[config.mk]
export PLATFORM = sky130hd
export DESIGN_NAME = rps_seq
export DESIGN_NICKNAME = d
export VERILOG_FILES = /design/src/rtl/rps_pkg.sv /design/src/rtl/rps_prefix_decode.sv /design/src/rtl/rps_prefix_latch.sv /design/src/rtl/rps_term_eval.sv /design/src/rtl/rps_seq_fsm.sv /design/src/rtl/rps_seq.sv
export SDC_FILE = /design/constraint.sdc
export NUM_CORES = 1
export LEC_CHECK = 0
export CORE_MARGIN = 2
export CORE_UTILIZATION = 30
export DETAILED_ROUTE_END_ITERATION = 7
export GPL_TIMING_DRIVEN = 0
export PLACE_DENSITY_LB_ADDON = 0.08
export SETUP_SLACK_MARGIN = 0.02
export SLEW_MARGIN = 20
export SYNTH_ARGS = -nofsm -noshare
export SYNTH_HDL_FRONTEND = slang
export SYNTH_SLANG_ARGS = --single-unit
[constraint.sdc]
create_clock -name clk -period 3.45 [get_ports clk]
set_input_delay 0.69 -clock clk [delete_from_list [all_inputs] [get_ports clk]]
set_output_delay 0.69 -clock clk [all_outputs]
set_load 0.005 [all_outputs]
[src/rtl/rps_pkg.sv]
package rps_pkg;

    typedef enum logic [1:0] {
        RPT_NONE,
        RPT_ALWAYS,
        RPT_WHILE_NZ,
        RPT_WHILE_Z
    } rpt_mode_e;

    typedef enum logic [2:0] {
        S_IDLE,
        S_TEST,
        S_ISSUE,
        S_WAIT,
        S_FINISH
    } seq_state_e;

    typedef struct packed {
        rpt_mode_e mode;
        logic      lock;
    } pfx_t;

endpackage

[src/rtl/rps_prefix_decode.sv]
module rps_prefix_decode #(
    parameter logic [7:0] CODE_RPT    = 8'hE1,
    parameter logic [7:0] CODE_RPT_NZ = 8'hE2,
    parameter logic [7:0] CODE_RPT_Z  = 8'hE3,
    parameter logic [7:0] CODE_LOCK   = 8'hE4
) (
    input  logic       byte_vld,
    input  logic [7:0] byte_val,
    output logic       hit_rpt,
    output logic       hit_rpt_nz,
    output logic       hit_rpt_z,
    output logic       hit_lock,
    output logic       hit_opcode
);
    logic any_pfx;

    always_comb begin
        hit_rpt    = byte_vld && (byte_val == CODE_RPT);
        hit_rpt_nz = byte_vld && (byte_val == CODE_RPT_NZ);
        hit_rpt_z  = byte_vld && (byte_val == CODE_RPT_Z);
        hit_lock   = byte_vld && (byte_val == CODE_LOCK);
        any_pfx    = hit_rpt || hit_rpt_nz || hit_rpt_z || hit_lock;
        hit_opcode = byte_vld && !any_pfx;
    end

endmodule

[src/rtl/rps_prefix_latch.sv]
module rps_prefix_latch
    import rps_pkg::*;
(
    input  logic clk,
    input  logic rst_n,
    input  logic idle,
    input  logic clear,
    input  logic hit_rpt,
    input  logic hit_rpt_nz,
    input  logic hit_rpt_z,
    input  logic hit_lock,
    output pfx_t pfx
);
    pfx_t pfx_nxt;

    always_comb begin
        pfx_nxt = pfx;
        if (clear) begin
            pfx_nxt.mode = RPT_NONE;
            pfx_nxt.lock = 1'b0;
        end else if (idle) begin
            if (hit_rpt)    pfx_nxt.mode = RPT_ALWAYS;
            if (hit_rpt_nz) pfx_nxt.mode = RPT_WHILE_NZ;
            if (hit_rpt_z)  pfx_nxt.mode = RPT_WHILE_Z;
            if (hit_lock)   pfx_nxt.lock = 1'b1;
        end
    end

    always_ff @(posedge clk or negedge rst_n) begin
        if (!rst_n) begin
            pfx.mode <= RPT_NONE;
            pfx.lock <= 1'b0;
        end else begin
            pfx <= pfx_nxt;
        end
    end

    // prefix state is empty after the finishing cycle
    p_clear_after_done_r9: assert property (@(posedge clk) disable iff (!rst_n)
        clear |=> (pfx.mode == RPT_NONE && !pfx.lock));

    // nothing changes the prefix state while an instruction is in progress
    p_busy_hold_r2: assert property (@(posedge clk) disable iff (!rst_n)
        (!idle && !clear) |=> $stable(pfx));

endmodule

[src/rtl/rps_term_eval.sv]
module rps_term_eval
    import rps_pkg::*;
(
    input  rpt_mode_e mode,
    input  logic      zf,
    output logic      stop_after_pass
);
    always_comb begin
        unique case (mode)
            RPT_NONE:     stop_after_pass = 1'b1;
            RPT_ALWAYS:   stop_after_pass = 1'b0;
            RPT_WHILE_NZ: stop_after_pass = zf;
            RPT_WHILE_Z:  stop_after_pass = !zf;
            default:      stop_after_pass = 1'b1;
        endcase
    end

endmodule

[src/rtl/rps_seq_fsm.sv]
module rps_seq_fsm
    import rps_pkg::*;
(
    input  logic       clk,
    input  logic       rst_n,
    input  logic       start,
    input  pfx_t       pfx,
    input  logic       cnt_zero,
    input  logic       iter_ack,
    input  logic       stop_after_pass,
    output seq_state_e state,
    output logic       issue,
    output logic       cnt_dec,
    output logic       lock_req,
    output logic       done
);
    seq_state_e state_nxt;

    always_comb begin
        state_nxt = state;
        unique case (state)
            S_IDLE:   if (start) state_nxt = (pfx.mode == RPT_NONE) ? S_ISSUE : S_TEST;
            S_TEST:   state_nxt = cnt_zero ? S_FINISH : S_ISSUE;
            S_ISSUE:  state_nxt = S_WAIT;
            S_WAIT:   if (iter_ack) state_nxt = stop_after_pass ? S_FINISH : S_TEST;
            S_FINISH: state_nxt = S_IDLE;
            default:  state_nxt = S_IDLE;
        endcase
    end

    always_ff @(posedge clk or negedge rst_n) begin
        if (!rst_n) state <= S_IDLE;
        else        state <= state_nxt;
    end

    always_comb begin
        issue    = 1'b0;
        cnt_dec  = 1'b0;
        lock_req = 1'b0;
        done     = 1'b0;
        unique case (state)
            S_IDLE: ;
            S_TEST: lock_req = pfx.lock;
            S_ISSUE: begin
                issue    = 1'b1;
                cnt_dec  = (pfx.mode != RPT_NONE);
                lock_req = pfx.lock;
            end
            S_WAIT:   lock_req = pfx.lock;
            S_FINISH: done = 1'b1;
            default: ;
        endcase
    end

    // a decrement only ever comes with an issued pass
    p_dec_with_issue_r11: assert property (@(posedge clk) disable iff (!rst_n)
        cnt_dec |-> issue);

    // an unprefixed instruction never decrements the count
    p_no_dec_unprefixed_r3: assert property (@(posedge clk) disable iff (!rst_n)
        (pfx.mode == RPT_NONE) |-> !cnt_dec);

    // issue is a single-cycle strobe
    p_issue_single_r10: assert property (@(posedge clk) disable iff (!rst_n)
        issue |=> !issue);

    // a zero count seen at the test ends the instruction next cycle
    p_zero_count_ends_r4: assert property (@(posedge clk) disable iff (!rst_n)
        (state == S_TEST && cnt_zero) |=> (done && !issue));

    // the lock is released on the done cycle
    p_lock_off_at_done_r8: assert property (@(posedge clk) disable iff (!rst_n)
        done |-> !lock_req);

    // a locked instruction keeps its lock while a pass is outstanding
    p_lock_held_r8: assert property (@(posedge clk) disable iff (!rst_n)
        (lock_req && !iter_ack && state == S_WAIT) |=> lock_req);

endmodule

[src/rtl/rps_seq.sv]
module rps_seq
    import rps_pkg::*;
#(
    parameter int         CNT_W       = 32,
    parameter logic [7:0] CODE_RPT    = 8'hE1,
    parameter logic [7:0] CODE_RPT_NZ = 8'hE2,
    parameter logic [7:0] CODE_RPT_Z  = 8'hE3,
    parameter logic [7:0] CODE_LOCK   = 8'hE4
) (
    input  logic             clk,
    input  logic             rst_n,
    input  logic             op_vld,
    input  logic [7:0]       op_byte,
    input  logic [CNT_W-1:0] cnt_in,
    input  logic             zf_in,
    input  logic             iter_ack,
    output logic             issue,
    output logic             cnt_dec,
    output logic             lock_req,
    output logic             done
);
    logic       hit_rpt, hit_rpt_nz, hit_rpt_z, hit_lock, hit_opcode;
    logic       idle, start, cnt_zero, stop_after_pass;
    pfx_t       pfx;
    seq_state_e state;

    rps_prefix_decode #(
        .CODE_RPT    (CODE_RPT),
        .CODE_RPT_NZ (CODE_RPT_NZ),
        .CODE_RPT_Z  (CODE_RPT_Z),
        .CODE_LOCK   (CODE_LOCK)
    ) u_dec (
        .byte_vld   (op_vld),
        .byte_val   (op_byte),
        .hit_rpt    (hit_rpt),
        .hit_rpt_nz (hit_rpt_nz),
        .hit_rpt_z  (hit_rpt_z),
        .hit_lock   (hit_lock),
        .hit_opcode (hit_opcode)
    );

    assign idle     = (state == S_IDLE);
    assign start    = idle && hit_opcode;
    assign cnt_zero = (cnt_in == '0);

    rps_prefix_latch u_pfx (
        .clk        (clk),
        .rst_n      (rst_n),
        .idle       (idle),
        .clear      (done),
        .hit_rpt    (hit_rpt),
        .hit_rpt_nz (hit_rpt_nz),
        .hit_rpt_z  (hit_rpt_z),
        .hit_lock   (hit_lock),
        .pfx        (pfx)
    );

    rps_term_eval u_term (
        .mode            (pfx.mode),
        .zf              (zf_in),
        .stop_after_pass (stop_after_pass)
    );

    rps_seq_fsm u_fsm (
        .clk             (clk),
        .rst_n           (rst_n),
        .start           (start),
        .pfx             (pfx),
        .cnt_zero        (cnt_zero),
        .iter_ack        (iter_ack),
        .stop_after_pass (stop_after_pass),
        .state           (state),
        .issue           (issue),
        .cnt_dec         (cnt_dec),
        .lock_req        (lock_req),
        .done            (done)
    );

    // nothing is driven while idle
    p_idle_quiet_r1: assert property (@(posedge clk) disable iff (!rst_n)
        idle |-> !(issue || cnt_dec || lock_req || done));

endmodule

-- After elaboration in Yosys (flattened, before gate mapping)
Index checks and enable logic that the tools add are counted.
- bits of input ports: 45
- bits in registers: 6
- output and inout port bits: 4
- logic and storage cells: 55
- mux-type cells: 17
- reductions and logical operators: 22
- eq/ne operators: 13
- operators with widths (operator ; count):
    == test 8 bit, second input constant ; 4
    logical NOT 32 bit ; 1
    2-to-1 mux 3 bit ; 6
    case mux 3 bit (4 select lines) ; 1
    2-to-1 mux 2 bit ; 4
    == test 3 x 2 -> 1 bit, second input constant ; 2
    logical AND 1 bit ; 6
    AND reduction 2 bit ; 3
    nonzero test 2 bit ; 3
    2-to-1 mux 1 bit ; 5
    == test 2 bit, second input constant ; 2
    case mux 1 bit (4 select lines) ; 1
    nonzero test 4 bit ; 1
    == test 3 x 1 -> 1 bit, second input constant ; 1
    == test 3 bit, second input constant ; 1
    logical NOT 3 bit ; 1
    logical OR 1 bit ; 3
    OR reduction 3 bit ; 1
    == test 2 x 1 -> 1 bit, second input constant ; 1
    logical NOT 1 bit ; 2
    logical NOT 2 bit ; 1
    != test 2 x 1 -> 1 bit, second input constant ; 1
    != test 2 bit, second input constant ; 1

-- Longest topological paths before layout
- word-level depth: 10
- gate-level depth with buffers: 5
- gate-level depth less buffers: 5

-- Cells and area by module
From an unflattened synthesis, not the netlist that was laid out.
- cells, all modules: 64
- area, all modules: 563.0 um2
- by module, submodules not included (module ; instances ; area an instance (um2) ; sequential area each (um2) ; cells an instance):
    rps_seq_fsm ; 1 ; 227.7 ; 75.1 ; 25
    rps_prefix_latch ; 1 ; 127.6 ; 75.1 ; 12
    rps_prefix_decode ; 1 ; 101.3 ; 0.0 ; 12
    rps_seq ; 1 ; 83.8 ; 0.0 ; 13
    rps_term_eval ; 1 ; 22.5 ; 0.0 ; 2

-- Worst setup path before layout
No wires, ideal clock.
- kind: input to register
- start: input port cnt_in[26]
- end: register u_fsm.state[1]
- buffers on the path: 0
- cell stages on the path: 5
- data required time: 3326 ps
- library setup time: 124 ps
- arrival: 1635 ps
- slack: 1691 ps
- cell sequence: nor4_1 -> nand2_1 -> nor4_2 -> nor3_1 -> a211o_1
- word-level cells in the longest chain between the ends: 3
- RTL lines (item ; RTL line ; text):
    start, declared ; rps_seq.sv:14 ; input logic [CNT_W-1:0] cnt_in,
    logical NOT 32 bit ; rps_seq.sv:44 ; assign cnt_zero = (cnt_in == '0);
    2-to-1 mux 3 bit ; rps_seq_fsm.sv:23 ; S_TEST: state_nxt = cnt_zero ? S_FINISH : S_ISSUE;
    case mux 3 bit (4 select lines) ; rps_seq_fsm.sv:21 ; unique case (state)
    end signal, assigned ; rps_seq_fsm.sv:33 ; else state <= state_nxt;
    end, declared ; rps_seq_fsm.sv:11 ; output seq_state_e state,
Every way passes these cells.
A chain may end at the register's enable or synchronous reset.

-- Final worst setup path
- start: register u_fsm.state[0]
- end: output port cnt_dec
- word-level cells in the longest chain between the ends: 2
- RTL lines (item ; RTL line ; text):
    == test 3 x 2 -> 1 bit ; rps_seq_fsm.sv:41 ; unique case (state)
    2-to-1 mux 1 bit ; rps_seq_fsm.sv:41 ;
    end, declared ; rps_seq.sv:18 ; output logic cnt_dec,
Every way passes these cells.

==> key figures <==
Synth
  • Post-synthesis area per instance: 7.706 um2
  • Post-Syn Area: 485.5 um2
  • Number of distinct library cells after synthesis: 25
  • Post-synth EDFFs: 0
  • Synth Register Bits: 6
  • Synth Instances: 63
  • Mux share of post-synthesis cell area: 0%
  • Seq/Total Area, Yosys: 30.93%
  • Async S/R FF share, synth: 100.0%
  • Post-Synth XOR/XNOR Area: 3.608%
  • Syn_nets: 108
  • Post-Synth Adder-Cell Area: 0%
  • Top_reg_cell synth: dfrtp_1
  • Synth warn: 0
  • Post-synthesis compound-gate area fraction: 20.10%
  • Largest family of logic cells by synthesized area: simple AND/OR/NAND/NOR gates
  • Synth Area in Simple Gates: 42.78%

Route
  • Drt pass-1 iters: 4
  • Post-DRT Antenna Nets: 0
  • Via-to-Cell Ratio: 5.146
  • # DRC: 0
  • Initial DRC count: 29
  • Detailed Route WL: 1.661 mm
  • Post-DR wirelength/cell: 12.78 um
  • Vias: 669

GRT
  • GR Util met2: 36.76%
  • GR Layer Usage met3: 2.857%
  • First-pass GRT wire length: 2.835 mm
  • Met1 global-route usage: a little over a fifth
  • Remaining Overflow, GRT: 0
  • Maximum number of pins on one net before global-route repair: 11
  • All-Layer GR Usage: 20.10%
  • GRT busiest layer: met2
  • Initial antenna violation count: 0
  • Vias in the first global route: approximately 700

Layout
  • Most frequent cells in the layout: clkdlybuf4s50_1 (48), nor2_1 (8), nor4_1 (8)
  • Commonest non-fill, non-tap cell in the layout: clkdlybuf4s50_1
  • Layout cells sized above 1: under 10%
  • FILL cells: 143
  • Final Non-Filler Cells: 130
  • Fin nets: between 150 and 200
  • Antenna diode count: 0
  • Layout Area Growth over Synthesis: 107.7%

Floorplan
  • Row count: 14
  • Die area: 0.001956 mm2
  • Die width: 44.23 um
  • Starting Density: 32.23%
  • Die Ht: 44.23 um
  • Core area: between 0.0015 and 0.002 mm2
  • I/O Pins: 49

Placement
  • DP Cell Count: 127
  • Gpl congestion: between 0.7 and 0.8
  • Port bufs: 48
  • Detail Placement HPWL: 1.485 mm

Pwr
  • Clock share of power: between 10% and 20%
  • Cell internal pwr: 256.8 uW
  • Switching pwr: 140.4 uW
  • Logic gate share of total power: 57.4%
  • Max VDD drop: 0.0003986 V
  • Seq pwr share: between 20 and 30%
  • Sw Ratio: 35.35%
  • Pleak: 0.0003548 uW
  • Power per cell area: 393.9 mW/mm2

CTS
  • CTS tree: built
  • Hold-fix buffers at CTS: 0
  • Clock transition at path regs: 0.04 ns
  • Max Buffers Root-to-Sink: 2
  • Setup bufs post-CTS: 0
  • Worst skew pair latency: 0.24 ns
  • Htree depth: 1
  • Clock tree sinks: 6
  • CTS Buf Count: 3
  • Clk root buf: clkbuf_4
  • CTS resizes: 0

Timing
  • RSZ-0062 raised after global routing: false
  • Period minus WS final: about 2.5 ns
  • Skew final: 0.001361 ns
  • Tightest Pin Transition: around 0.44 ns
  • Slew Limit Fails: 0
  • Setup tns final: 0 ns
  • Final Cycle Share: between 70% and 80%
  • Final Hold Vio Count: 0
  • F_max: 402.2 MHz
  • # setup viols final: 0
  • Worst rel slew slack: 70.76%

Critical path
  • CP max FO: 10
  • Critical Path Start Type: register
  • Reg2reg setup slack: 2.04 ns
  • Worst EP required: 2.76 ns
  • Kind of end point of the critical path: output pin
  • Setup CP Type: register to output pin
  • Worst EP arrival: around 1.8 ns

Min path
  • Worst Hold Class: register to register

Job
  • Max Cap Viol: 0

Outcome
  • Outcome: complete, no violations
-- state kept, by name, indices dropped and copies added (netlist names) --
signal and flops:
u_fsm.state 3, u_pfx.pfx 3
-- synth_stat cells, types with 2 or more instances --
cell      instances  area (um2)
nor2_1            8       30.03
nor4_1            8       50.05
nand2_1           7       26.28
dfrtp_1           6       150.1
nor3_1            4       20.02
o21ai_0           4       20.02
nor3b_1           3       22.52
a21oi_1           2       10.01
a32oi_1           2       17.52
nand2b_1          2       12.51
nor2b_1           2       12.51
xnor2_1           2       17.52
-- path summary, 6_finish.rpt --
path	from	endpoint	cells after the start
min	u_pfx.pfx[0]	u_pfx.pfx[0]	2
max	u_fsm.state[0]	cnt_dec	4
min in group asynchronous	rst_n	u_pfx.pfx[2]	1
max in group asynchronous	rst_n	u_fsm.state[2]	1
max reg2reg	u_fsm.state[0]	u_fsm.state[1]	5
min reg2reg	u_pfx.pfx[0]	u_pfx.pfx[0]	2
-- routing by layer --
layer | part of all wire [%] | wire length (um) | vias to the layer above
li1 | - | - | 345
met1 | 37 | 614 | 305
met2 | 58 | 961 | 17
met3 | 4.2 | 69 | 2
met4 | 0.96 | 16 | 0
met5 | 0 | 0 | -
-- through the flow --
stage / setup WS, ns / utilization, % / hold WS (ns) / area [um2] / total power [uW]
final: 0.9634 / 66.94 / 0.5342 / 1008 / 397.3
after global routing: 0.8598 / 66.94 / 0.6122 / 1008 / 435.9
after CTS: 0.9622 / 66.94 / 0.5356 / 1008 / 399.9
after detailed placement: 1.106 / 65.45 / 0.5267 / 985.9 / 337.1
after global placement: 1.180 / 65.45 / 0.5239 / 985.9 / 331.3
after floorplan: 1.691 / - / 0.3944 / 485.5 / 228.8
-- power by group through the flow --
stage | Clock [uW] | Combinational (uW) | Sequential, uW
6_report | 60.4 | 228 | 109
5_1_grt | 67.7 | 255 | 113
4_1_cts | 63.3 | 228 | 108
3_5_place_dp | 0 | 228 | 109
3_3_place_gp | 0 | 222 | 109
2_1_floorplan | 0 | 125 | 104
-- cell families (layout without fill, tap and decap cells) --
family,count (synthesis),count (layout)
AO/OA/AOI/OAI,14,14
AND/OR/NAND/NOR,38,38
buffers and inverters,3,54
flip-flops,6,6
XOR/XNOR,2,2
-- worst max-delay path: stages (launching register included) --
cell             delay, ns
dfrtp_1               0.36
clkbuf_1              0.21
nor3b_1               0.30
nor2b_1               0.18
clkdlybuf4s50_1       0.51
-- layout make-up --
cell class / count / area, um2 / share of cell area, %
plain buffers: 2 / 8.758 / 0.8685
clock buffers: 3 / 22.52 / 2.233
inverters: 1 / 3.754 / 0.3722
multi-input cells: 54 / 322.8 / 32.01
flip-flops and latches: 6 / 150.1 / 14.89
well taps: 16 / 20.02 / 1.985
repair buffers: 48 / 480.5 / 47.64
Power figures use the tool's default switching activity.
